$ cat config.mk
export PLATFORM = sky130hd
export DESIGN_NAME = head_stepper_tracker
export DESIGN_NICKNAME = d
export VERILOG_FILES = /design/src/rtl/stepper_pkg.sv /design/src/rtl/coil_decode.sv /design/src/rtl/stepper_move_table.sv /design/src/rtl/stepper_position.sv /design/src/rtl/head_stepper_tracker.sv
export SDC_FILE = /design/constraint.sdc
export NUM_CORES = 1
export LEC_CHECK = 0
export ABC_AREA = 1
export BUFFER_PORTS_ARGS = -buffer_cell sky130_fd_sc_hd__buf_2
export CAP_MARGIN = 20
export CORE_UTILIZATION = 40
export CTS_CLUSTER_DIAMETER = 60
export DETAILED_ROUTE_END_ITERATION = 8
export HOLD_SLACK_MARGIN = 0.03
export PLACE_DENSITY = 0.7
export SYNTH_ARGS = -nofsm -noshare
export SYNTH_HDL_FRONTEND = slang
export SYNTH_SLANG_ARGS = --single-unit
$ cat constraint.sdc
create_clock -name clk -period 3.76 [get_ports clk]
set_input_delay 0.188 -clock clk [delete_from_list [all_inputs] [get_ports clk]]
set_output_delay 0.188 -clock clk [all_outputs]
set_load 0.02 [all_outputs]
$ cat src/rtl/stepper_pkg.sv
package stepper_pkg;

    localparam int PHASE_CNT = 4;
    localparam int PHASE_W   = 2;

    typedef logic [PHASE_W-1:0] phase_t;

    typedef enum logic [1:0] {
        MV_HOLD    = 2'd0,
        MV_INWARD  = 2'd1,
        MV_OUTWARD = 2'd2
    } move_e;

    typedef struct packed {
        logic   valid;
        logic   energize;
        phase_t phase;
    } coil_cmd_t;

    // Neighbour above moves in, neighbour below moves out; same or opposite holds.
    function automatic move_e phase_move(phase_t prev, phase_t nxt);
        phase_t diff;
        diff = nxt - prev;
        case (diff)
            2'd1:    return MV_INWARD;
            2'd3:    return MV_OUTWARD;
            default: return MV_HOLD;
        endcase
    endfunction

endpackage

$ cat src/rtl/coil_decode.sv
module coil_decode
    import stepper_pkg::*;
#(
    parameter int ADDR_W = 3
) (
    input  logic              acc_valid,
    input  logic [ADDR_W-1:0] acc_addr,
    output coil_cmd_t         cmd
);
    // Bit 0 chooses on/off, the bits above choose the coil.
    always_comb begin
        cmd.valid    = acc_valid;
        cmd.energize = acc_addr[0];
        cmd.phase    = acc_addr[PHASE_W:1];
    end
endmodule

$ cat src/rtl/stepper_move_table.sv
module stepper_move_table
    import stepper_pkg::*;
(
    input  phase_t prev_phase,
    input  phase_t new_phase,
    output move_e  move
);
    localparam int CELLS = PHASE_CNT * PHASE_CNT;

    move_e table_q [CELLS];

    genvar gp, gn;
    generate
        for (gp = 0; gp < PHASE_CNT; gp++) begin : g_prev
            for (gn = 0; gn < PHASE_CNT; gn++) begin : g_new
                assign table_q[gp*PHASE_CNT + gn] =
                    phase_move(phase_t'(gp), phase_t'(gn));
            end
        end
    endgenerate

    assign move = table_q[{prev_phase, new_phase}];
endmodule

$ cat src/rtl/stepper_position.sv
module stepper_position
    import stepper_pkg::*;
#(
    parameter int MAX_HALF = 69,
    parameter int POS_W    = 7
) (
    input  logic             clk,
    input  logic             rst,
    input  coil_cmd_t        cmd,
    input  move_e            move,
    output logic [POS_W-1:0] pos,
    output phase_t           last_phase,
    output logic             track_pulse
);
    logic [POS_W-1:0] next_pos;
    logic             do_energize;

    assign do_energize = cmd.valid && cmd.energize;

    always_comb begin
        next_pos = pos;
        if (do_energize) begin
            case (move)
                MV_INWARD:  if (pos < POS_W'(MAX_HALF)) next_pos = pos + 1'b1;
                MV_OUTWARD: if (pos != '0)              next_pos = pos - 1'b1;
                default:    next_pos = pos;
            endcase
        end
    end

    always_ff @(posedge clk) begin
        if (rst) begin
            pos         <= '0;
            last_phase  <= '0;
            track_pulse <= 1'b0;
        end else begin
            pos         <= next_pos;
            track_pulse <= (next_pos[POS_W-1:1] != pos[POS_W-1:1]);
            if (do_energize)
                last_phase <= cmd.phase;
        end
    end
endmodule

$ cat src/rtl/head_stepper_tracker.sv
module head_stepper_tracker
    import stepper_pkg::*;
#(
    parameter int MAX_HALF = 69,
    parameter int ADDR_W   = 3,
    localparam int POS_W   = $clog2(MAX_HALF + 1),
    localparam int TRK_W   = POS_W - 1
) (
    input  logic              clk,
    input  logic              rst,
    input  logic              acc_valid,
    input  logic [ADDR_W-1:0] acc_addr,
    output logic [POS_W-1:0]  half_track,
    output logic [TRK_W-1:0]  track,
    output logic              track_step
);
    coil_cmd_t cmd;
    move_e     move;
    phase_t    last_phase;

    coil_decode #(.ADDR_W(ADDR_W)) u_decode (
        .acc_valid (acc_valid),
        .acc_addr  (acc_addr),
        .cmd       (cmd)
    );

    stepper_move_table u_table (
        .prev_phase (last_phase),
        .new_phase  (cmd.phase),
        .move       (move)
    );

    stepper_position #(.MAX_HALF(MAX_HALF), .POS_W(POS_W)) u_pos (
        .clk         (clk),
        .rst         (rst),
        .cmd         (cmd),
        .move        (move),
        .pos         (half_track),
        .last_phase  (last_phase),
        .track_pulse (track_step)
    );

    assign track = half_track[POS_W-1:1];
endmodule

==> results.txt, run 1 <==
The final hold violation count is 0. The startpoint-to-endpoint class of the critical path is reg -> reg. The total nets after synthesis came out at 195.

The placed cell area is 0.00111 sq mm. The total track usage is 19.5%. The most numerous cell type found on the critical path is sky130_fd_sc_hd__nand2_1. Among all stages on the critical path, the largest delay is contributed by sky130_fd_sc_hd__nor2_2. The endpoint of the worst-slack reg-to-reg timing path is u_pos.track_pulse.

The worst-case hold path end point is u_pos.pos[1]. The total of fill cells in the finished design is 283. The first-pass iteration count of the detailed router came out at 4. The fraction of final layout cells sized beyond drive strength 1 came out at 16.9%. The number of rows created at floorplan came out at 18.

The unique cell type count in the Yosys netlist came out at 23. The number of antenna repair diodes came out at 0. The deepest clock path buffer count came out at 2. The adder-cell share of the synthesized area is 5.83%. The horizontal extent of the die came out at 53.8 um. The actual transition at the worst max-transition pin came out at 0.586 ns.

The standby leakage power is 0.595 nW. The effective utilization at floorplan came out at 42.9%. The worst reg-to-reg path cell count is 17.

The post-CTS clock slew at the launch and capture registers of the worst setup and hold paths came out at 0.07 ns. The final setup violation count came out at 0. The kind of cell with the highest combined delay along the critical path is simple AND/OR/NAND/NOR gates.

The detailed-route via count is 1144. The number of violations of the max-capacitance limit is 0. The post-detailed-route wirelength per cell came out at 10.6 um. The signed area change from the synthesized netlist to the final layout came out at 7.35%. The placeable core region came out at 0.00250 sq mm. In this run the register-to-register setup slack is 1.22 ns.

The maximum ir drop on the vdd rail came out at 0.000210 V. The power density over the cells is 337 mW/mm^2. Setup repair after global routing left no endpoint under its margin. The maximum number of pins on one net before global-route repair is 17. The multiplexer fraction of the synthesized cell area came out at 0%.

The count of synthesis-stage warnings from yosys came out at 0. The fraction of post-synthesis cell area in the top cell type by area came out at 18.7%. The CTS H-tree depth came out at 1. After the first detailed-routing iteration, the DRC count stood at 26. The global-route wire length before repair came out at 4.12 mm. TritonCTS built the clock tree. The residual overflow from global routing came out at 0. The compound-gate portion of the synthesized area is 10.5%.

In the finished design, the share of the clock period the worst path needs comes to 67.5%. Ranked by instance count, the synthesized netlist is headed by 47 x sky130_fd_sc_hd__nand2_1, 27 x sky130_fd_sc_hd__nand3_1, 26 x sky130_fd_sc_hd__nor2_1. The clock period minus worst slack is 2.54 ns. The worst hold slack came out at 0.212 ns. In the final layout, the multi-input gates occupy 706 sq um. The start point of the worst hold path is rst. The worst max-slew margin expressed relative to the limit is 60.9%. STA classifies the critical path endpoint as a register. Of all nets on the critical path, the largest fanout is 16.

The most used flip-flop cell after synthesis is sky130_fd_sc_hd__dfxtp_1. The count of cells along the worst hold path came out at 2. Counting both buffers and inverters, the worst setup path holds a total of 3.

The post-synthesis share of cell area spent on xor and xnor gates came out at 1.63%. Once layout is done, the placed cells without fillers occupy 0.00115 sq mm. Yosys attributes the largest share of cell area to sky130_fd_sc_hd__dfxtp_1 19%, sky130_fd_sc_hd__nand2_1 16%, sky130_fd_sc_hd__nand3_1 13%. The post-synthesis cell type with the largest combined area is sky130_fd_sc_hd__dfxtp_1. The final-stage net count is 207.

The run finished with clean final reports. For this run, design rule violations remaining after detail routing come to 0. The upper clock frequency limit came out at 394 MHz. The count of pins over their slew limit is 0. The via count of the first global-routing pass came out at 972. The async set or reset register ratio after synthesis is 0%.

The worst register-to-register path begins at u_pos.last_phase[0]. The initial antenna violation count came out at 0. sky130_fd_sc_hd__nand2_1 is the most common cell in the netlist. The instance count of the mapped netlist is 184. The min-delay analysis places its worst path in the category in -> reg. On the worst path, the slowest cell contributes a delay of 0.48 ns.

The setup total negative slack is 0 ns. The number of primary I/O pins came out at 20. CTS saw 10 sinks. The number of enable flip-flop cells after synthesis came out at 0. Clock skew on the completed layout was measured at 0.00462 ns. Data arrives at the worst endpoint at 2.69 ns.

The floorplan step defined a die boundary enclosing 0.00289 sq mm. The number of resized instances in the post-cts repair step came out at 0. The dominant combinational cell family by area after synthesis is simple AND/OR/NAND/NOR gates. The number of flip-flops and latches in the synthesized netlist is 10. The share of synthesized area occupied by flip-flops and latches is 18.7%. The root buffer cell is sky130_fd_sc_hd__clkbuf_4.

The insertion delay of the later-clocked pin in the worst-skew pair came out at 0.27 ns. The required time reported for the critical path endpoint came out at 3.92 ns. The height of the die is 53.8 um. After synthesis, the mean cell area works out to 5.83 sq um. The total setup buffers inserted after CTS is 0.

The remaining antenna violation count came out at 0. The wire-length estimate of the detail-placed layout is 1.85 mm. The final weighted congestion in routability-driven placement came out at 0.850. The fraction of the mapped netlist area in simple logic gates is 47.8%.

The post-synthesis instance area is 0.00107 sq mm. Wires add up to 2.39 mm. The number of input and output port buffers inserted is 19. The vias per cell came out at 5.08. The number of hold-repair buffers added at the cts stage came out at 0. The critical path goes through inv_1 > nand2_1 > o21ai_0 > nand2_1 > o21ai_0 > inv_1 > ha_1 > nor2_2 > inv_2 > nor2_1 > nand2_1 > nand3_1 > nand2_1 > nor2_1 > nand2_1 > nor2_1 > nor2_1.

Summing all flip-flop and latch instances after layout gives 200 sq um. The startpoint kind of the worst setup timing path is a register. TritonCTS created 3 clock buffers.
-- stage by stage --
step | worst slack (ns) | util [%] | cells | total power, mW
floorplan | 1.73 | - | 184 | 0.267
global placement | 1.38 | 44.6 | 221 | 0.292
detailed placement | 1.31 | 44.6 | 221 | 0.292
CTS | 1.24 | 46.0 | 225 | 0.391
global route | 0.954 | 46.0 | 225 | 0.422
finish | 1.22 | 46.0 | 225 | 0.388
-- state kept, by name, summed over array words and instances (netlist names) --
| name | cells |
|---|---|
| u_pos.last_phase | 2 |
| u_pos.pos | 7 |
| u_pos.track_pulse | 1 |
-- kinds of logic after synthesis --
family                     Yosys count
AOI/OAI and AO/OA                   20
and+or+nand+nor                    115
xor gates and xnor gates             2
buffers and inverters               32
DFF                                 10
adders and majority gates            5
-- report_power, final --
group / switching, mW / leakage [nW] / internal [mW]
logic: 0.103 / 0.492 / 0.0545
registers: 0.0183 / 0.0818 / 0.115
clock network: 0.0384 / 0.0210 / 0.0588
total: 0.159 / 0.595 / 0.228
-- placed cells by master, fill, tap and decap left out --
cell / instances
sky130_fd_sc_hd__nor2_4: 1
sky130_fd_sc_hd__a211oi_1: 4
sky130_fd_sc_hd__buf_2: 19
sky130_fd_sc_hd__clkbuf_8: 1
sky130_fd_sc_hd__inv_2: 2
sky130_fd_sc_hd__xnor2_1: 1
sky130_fd_sc_hd__nand2_2: 3
sky130_fd_sc_hd__o21ai_1: 1
sky130_fd_sc_hd__inv_1: 17
sky130_fd_sc_hd__nand2_1: 47
sky130_fd_sc_hd__dfxtp_1: 10
sky130_fd_sc_hd__nor2_1: 26
sky130_fd_sc_hd__ha_1: 5
sky130_fd_sc_hd__nand4_1: 8
sky130_fd_sc_hd__xor2_1: 1
sky130_fd_sc_hd__o211ai_1: 1
sky130_fd_sc_hd__a21oi_1: 3
sky130_fd_sc_hd__nor2_2: 2
sky130_fd_sc_hd__clkinv_2: 1
sky130_fd_sc_hd__nand3_1: 27
sky130_fd_sc_hd__o21ai_0: 11
sky130_fd_sc_hd__clkbuf_4: 3
sky130_fd_sc_hd__nand2_4: 1
-- metal layers --
metal  GRT usage (%)  routed length (um)  part of all wire (%)
met2            32.5                1130                    47
met5               0                   0                     0
met4            2.63                   0                     0
met3            5.93                 156                   6.5
met1            25.1                1110                    46
-- how the worst max path moves through the flow --
stage,startpoint,depth (start not counted),end,slack [ns]
finish,u_pos.last_phase[0],17,u_pos.track_pulse,1.22
global route,u_pos.last_phase[0],17,u_pos.track_pulse,0.95
CTS,u_pos.last_phase[0],17,u_pos.track_pulse,1.24
detailed placement,u_pos.last_phase[0],17,u_pos.track_pulse,1.31
global placement,u_pos.last_phase[0],17,u_pos.track_pulse,1.38
floorplan,u_pos.last_phase[0],17,u_pos.track_pulse,1.73
-- final cells by class --
class                      instances  area share [%]
inverter                          20            6.63
multi-input combinational        142            61.3
timing repair buffer              19            8.26
sequential                        10            17.4
clock buffer                       4            3.15
tap                               30            3.26
No activity file was read; power rests on OpenSTA's default activity.
==> run 2, diff against run 1 <==
Clock period 3.76 ns to 2.7 ns, I/O delays scaled along.
==> run 2 against run 1 <==
  * Utilization is 1.5 points higher
  * Critical path type unchanged
  * Clock skew grew 0.0023 ns
  * Worst hold slack got worse by 0.053 ns
  * Non-clock buffer count increased by 5
  * Clock power up 42%
  * Clock-buffer cell count stayed put
  * Via count is 2.3% higher
  * Wire length up 5.0%
  * Register-to-register slack got worse by 0.77 ns
  * First-iteration DRC count is 27% lower
  * Global-route usage grew 0.81 points
==> results.txt, run 2 (synthesis gave the netlist of run 1 again) <==
The min-delay analysis places its worst path in the category in -> reg. For this design, the CTS-stage hold fixing added 0 buffers. Counting flops per register, the top entry is u_pos.pos. Leaving out fill and tap cells, the most frequent cell in the layout is sky130_fd_sc_hd__nand2_1. Setup slack on the worst reg-to-reg path comes out at 0.45 ns. Setup violations remaining at the end of the flow were counted as 0. The actual transition at the worst max-transition pin came out at 0.348 ns. The fraction of final layout cells sized beyond drive strength 1 came out at 19.0%. Adding up every negative setup slack in the final design gives 0 ns. The number of antenna diodes in the final layout is 0.

VDD sags by at most 0.000342 V. In this run the critical register-to-register path is launched from u_pos.last_phase[0]. The worst hold slack came out at 0.159 ns. In the final routed layout, each cell accounts on average for 10.9 um. Wires add up to 2.51 mm. The post-route fraction of the period consumed by the critical path is 83.3%. The final weighted congestion in routability-driven placement is 0.932.

Static timing analysis puts the maximum clock frequency at 445 MHz. CTS built an H-tree with a depth of 1. The worst reg-to-reg path cell count came out at 16. The total track usage came out at 20.4%. Row generation in the floorplan step produced 18 rows.

The launch point of the critical path is u_pos.last_phase[0]. The critical path ends at u_pos.track_pulse. The register with the most flip-flops in the layout has 7 of them. The number of resized instances in the post-cts repair step came out at 0. The power density over the cells is 465 mW/mm^2. The worst max-slew margin expressed relative to the limit came out at 76.8%.

The effective utilization at floorplan came out at 42.9%. The maximum cell stage delay along the critical path is 0.30 ns. The maximum number of pins on one net before global-route repair came out at 13. The initial antenna violation count was 0. The worst setup path is captured at a register. The area enclosed by the die boundary came out at 0.00289 sq mm. Across the run, the number of max-cap violations was 0. The run finished with clean final reports. The placed wire-length estimate came out at 1.96 mm.

The residual overflow from global routing came out at 0. The clock arrives with 0.00688 ns of skew. The first-iteration detailed-routing DRC count came out at 19. The vias per cell is 5.09. The cell sitting at the root of the clock tree is a sky130_fd_sc_hd__clkbuf_4.

The number of input and output port buffers inserted came out at 19. The total setup buffers inserted after CTS is 0. The endpoint of the worst-slack reg-to-reg timing path is u_pos.track_pulse. The remaining antenna violation count came out at 0. The via count of the first global-routing pass came out at 1047. The required time reported for the critical path endpoint is 2.86 ns. The first-pass iteration count of the detailed router is 4. The slowest library cell on the worst path is sky130_fd_sc_hd__dfxtp_1. In the layout the commonest cells are 47 x sky130_fd_sc_hd__nand2_1, 27 x sky130_fd_sc_hd__nand3_1, 26 x sky130_fd_sc_hd__nor2_1. The number of primary I/O pins is 20. Detailed routing inserted a total of 1170 vias. The final hold violation count is 0. The horizontal extent of the die is 53.8 um. For this design the static power due to leakage is 0.621 nW. TritonCTS built the clock tree. The largest registers in the layout are u_pos.pos (7), u_pos.last_phase (2), u_pos.track_pulse (1). After filler insertion, the fill cell instance count of the layout stands at 281. The deepest clock path buffer count is 2. The post-CTS clock slew at the launch and capture registers of the worst setup and hold paths is 0.07 ns. The startpoint kind of the worst setup timing path is a register.

The count of pins over their slew limit came to 0. For this run, the post-layout net count is 212. In this design, the critical path's most frequently occurring cell is sky130_fd_sc_hd__nand2_1. The post-route DRC violation count is 0. The startpoint-to-endpoint class of the critical path is reg -> reg. At the worst endpoint, the arrival time is 2.41 ns. The routed design could run at a clock period as short as 2.25 ns. The clock buffer count from CTS came out at 3. The signed area change from the synthesized netlist to the final layout is 10.9%. The die is 53.8 um tall.

The fraction of the core area covered by cells at the end of the flow is 47.5%. The total number of clock tree sinks came out at 10. Power comes to 0.552 mW.

The global-route wire length before repair came out at 4.31 mm. Setup repair after global routing left no endpoint under its margin. The placeable core region came out at 0.00250 sq mm. The signal on the critical path passes through inv_1 > nand2_1 > nand2_1 > o21ai_0 > o21ai_0 > inv_1 > ha_1 > nor2_2 > buf_4 > nand3_1 > nand3_1 > nand2_1 > nor2_1 > nand2_1 > nor2_1 > nor2_1. Along the worst path, the maximum fanout reaches 10. For the worst-skew pair, the clock arrives at the later sink with an insertion delay of 0.27 ns.
## run 2: changes by cell type in the layout (fill, tap and decap cells not counted)
| cell | previous run | this run |
|---|---|---|
| sky130_fd_sc_hd__buf_4 | 0 | 5 |
## run 2: through the flow
stage / setup slack (ns) / cells / area [sq um]
6_report: 0.451 / 230 / 1190
5_1_grt: 0.0908 / 230 / 1190
4_1_cts: 0.447 / 230 / 1190
3_5_place_dp: 0.456 / 226 / 1150
3_3_place_gp: 0.519 / 226 / 1150
2_1_floorplan: 0.673 / 184 / 1070
## run 2: how the worst min path moves through the flow
stage | from | endpoint | slack, ns | depth (start not counted)
6_report | acc_addr[1] | u_pos.last_phase[0] | 0.16 | 3
5_1_grt | rst | u_pos.pos[1] | 0.17 | 2
4_1_cts | acc_addr[1] | u_pos.last_phase[0] | 0.16 | 3
3_5_place_dp | acc_addr[1] | u_pos.last_phase[0] | 0.45 | 3
3_3_place_gp | acc_addr[1] | u_pos.last_phase[0] | 0.45 | 3
2_1_floorplan | acc_addr[1] | u_pos.last_phase[0] | 0.31 | 2
## run 2: power breakdown
group | switching (mW) | leakage [nW] | internal [mW]
logic | 0.154 | 0.519 | 0.0837
clock network | 0.0561 | 0.0210 | 0.0821
registers | 0.0160 | 0.0818 | 0.160
total | 0.226 | 0.621 | 0.326
## run 2: layout make-up
type | instances | area, sq um | area share, %
Clock buffer | 4 | 36.3 | 3.05
Multi-Input combinational cell | 142 | 706 | 59.4
Timing Repair Buffer | 24 | 133 | 11.2
Sequential cell | 10 | 200 | 16.8
Inverter | 20 | 76.3 | 6.42
Tap cell | 30 | 37.5 | 3.16
## run 2: per-layer routing
layer  track usage, %  share of wire [%]  vias to the layer above
met2             35.2                 49                       22
met3             6.21                4.2                        2
met5                0                  0                        -
li1                 -                  -                      627
met1             24.9                 47                      519
met4             3.07               0.28                        0
## run 2: critical path: cells and delay by family, from the launching register on
| kind | cells | cell delay, ns |
|---|---|---|
| AND/OR/NAND/NOR | 10 | 0.87 |
| buffers and inverters | 3 | 0.37 |
| adder cells (fa/ha/maj) | 1 | 0.28 |
| flip-flops | 1 | 0.30 |
| AO/OA/AOI/OAI | 2 | 0.31 |
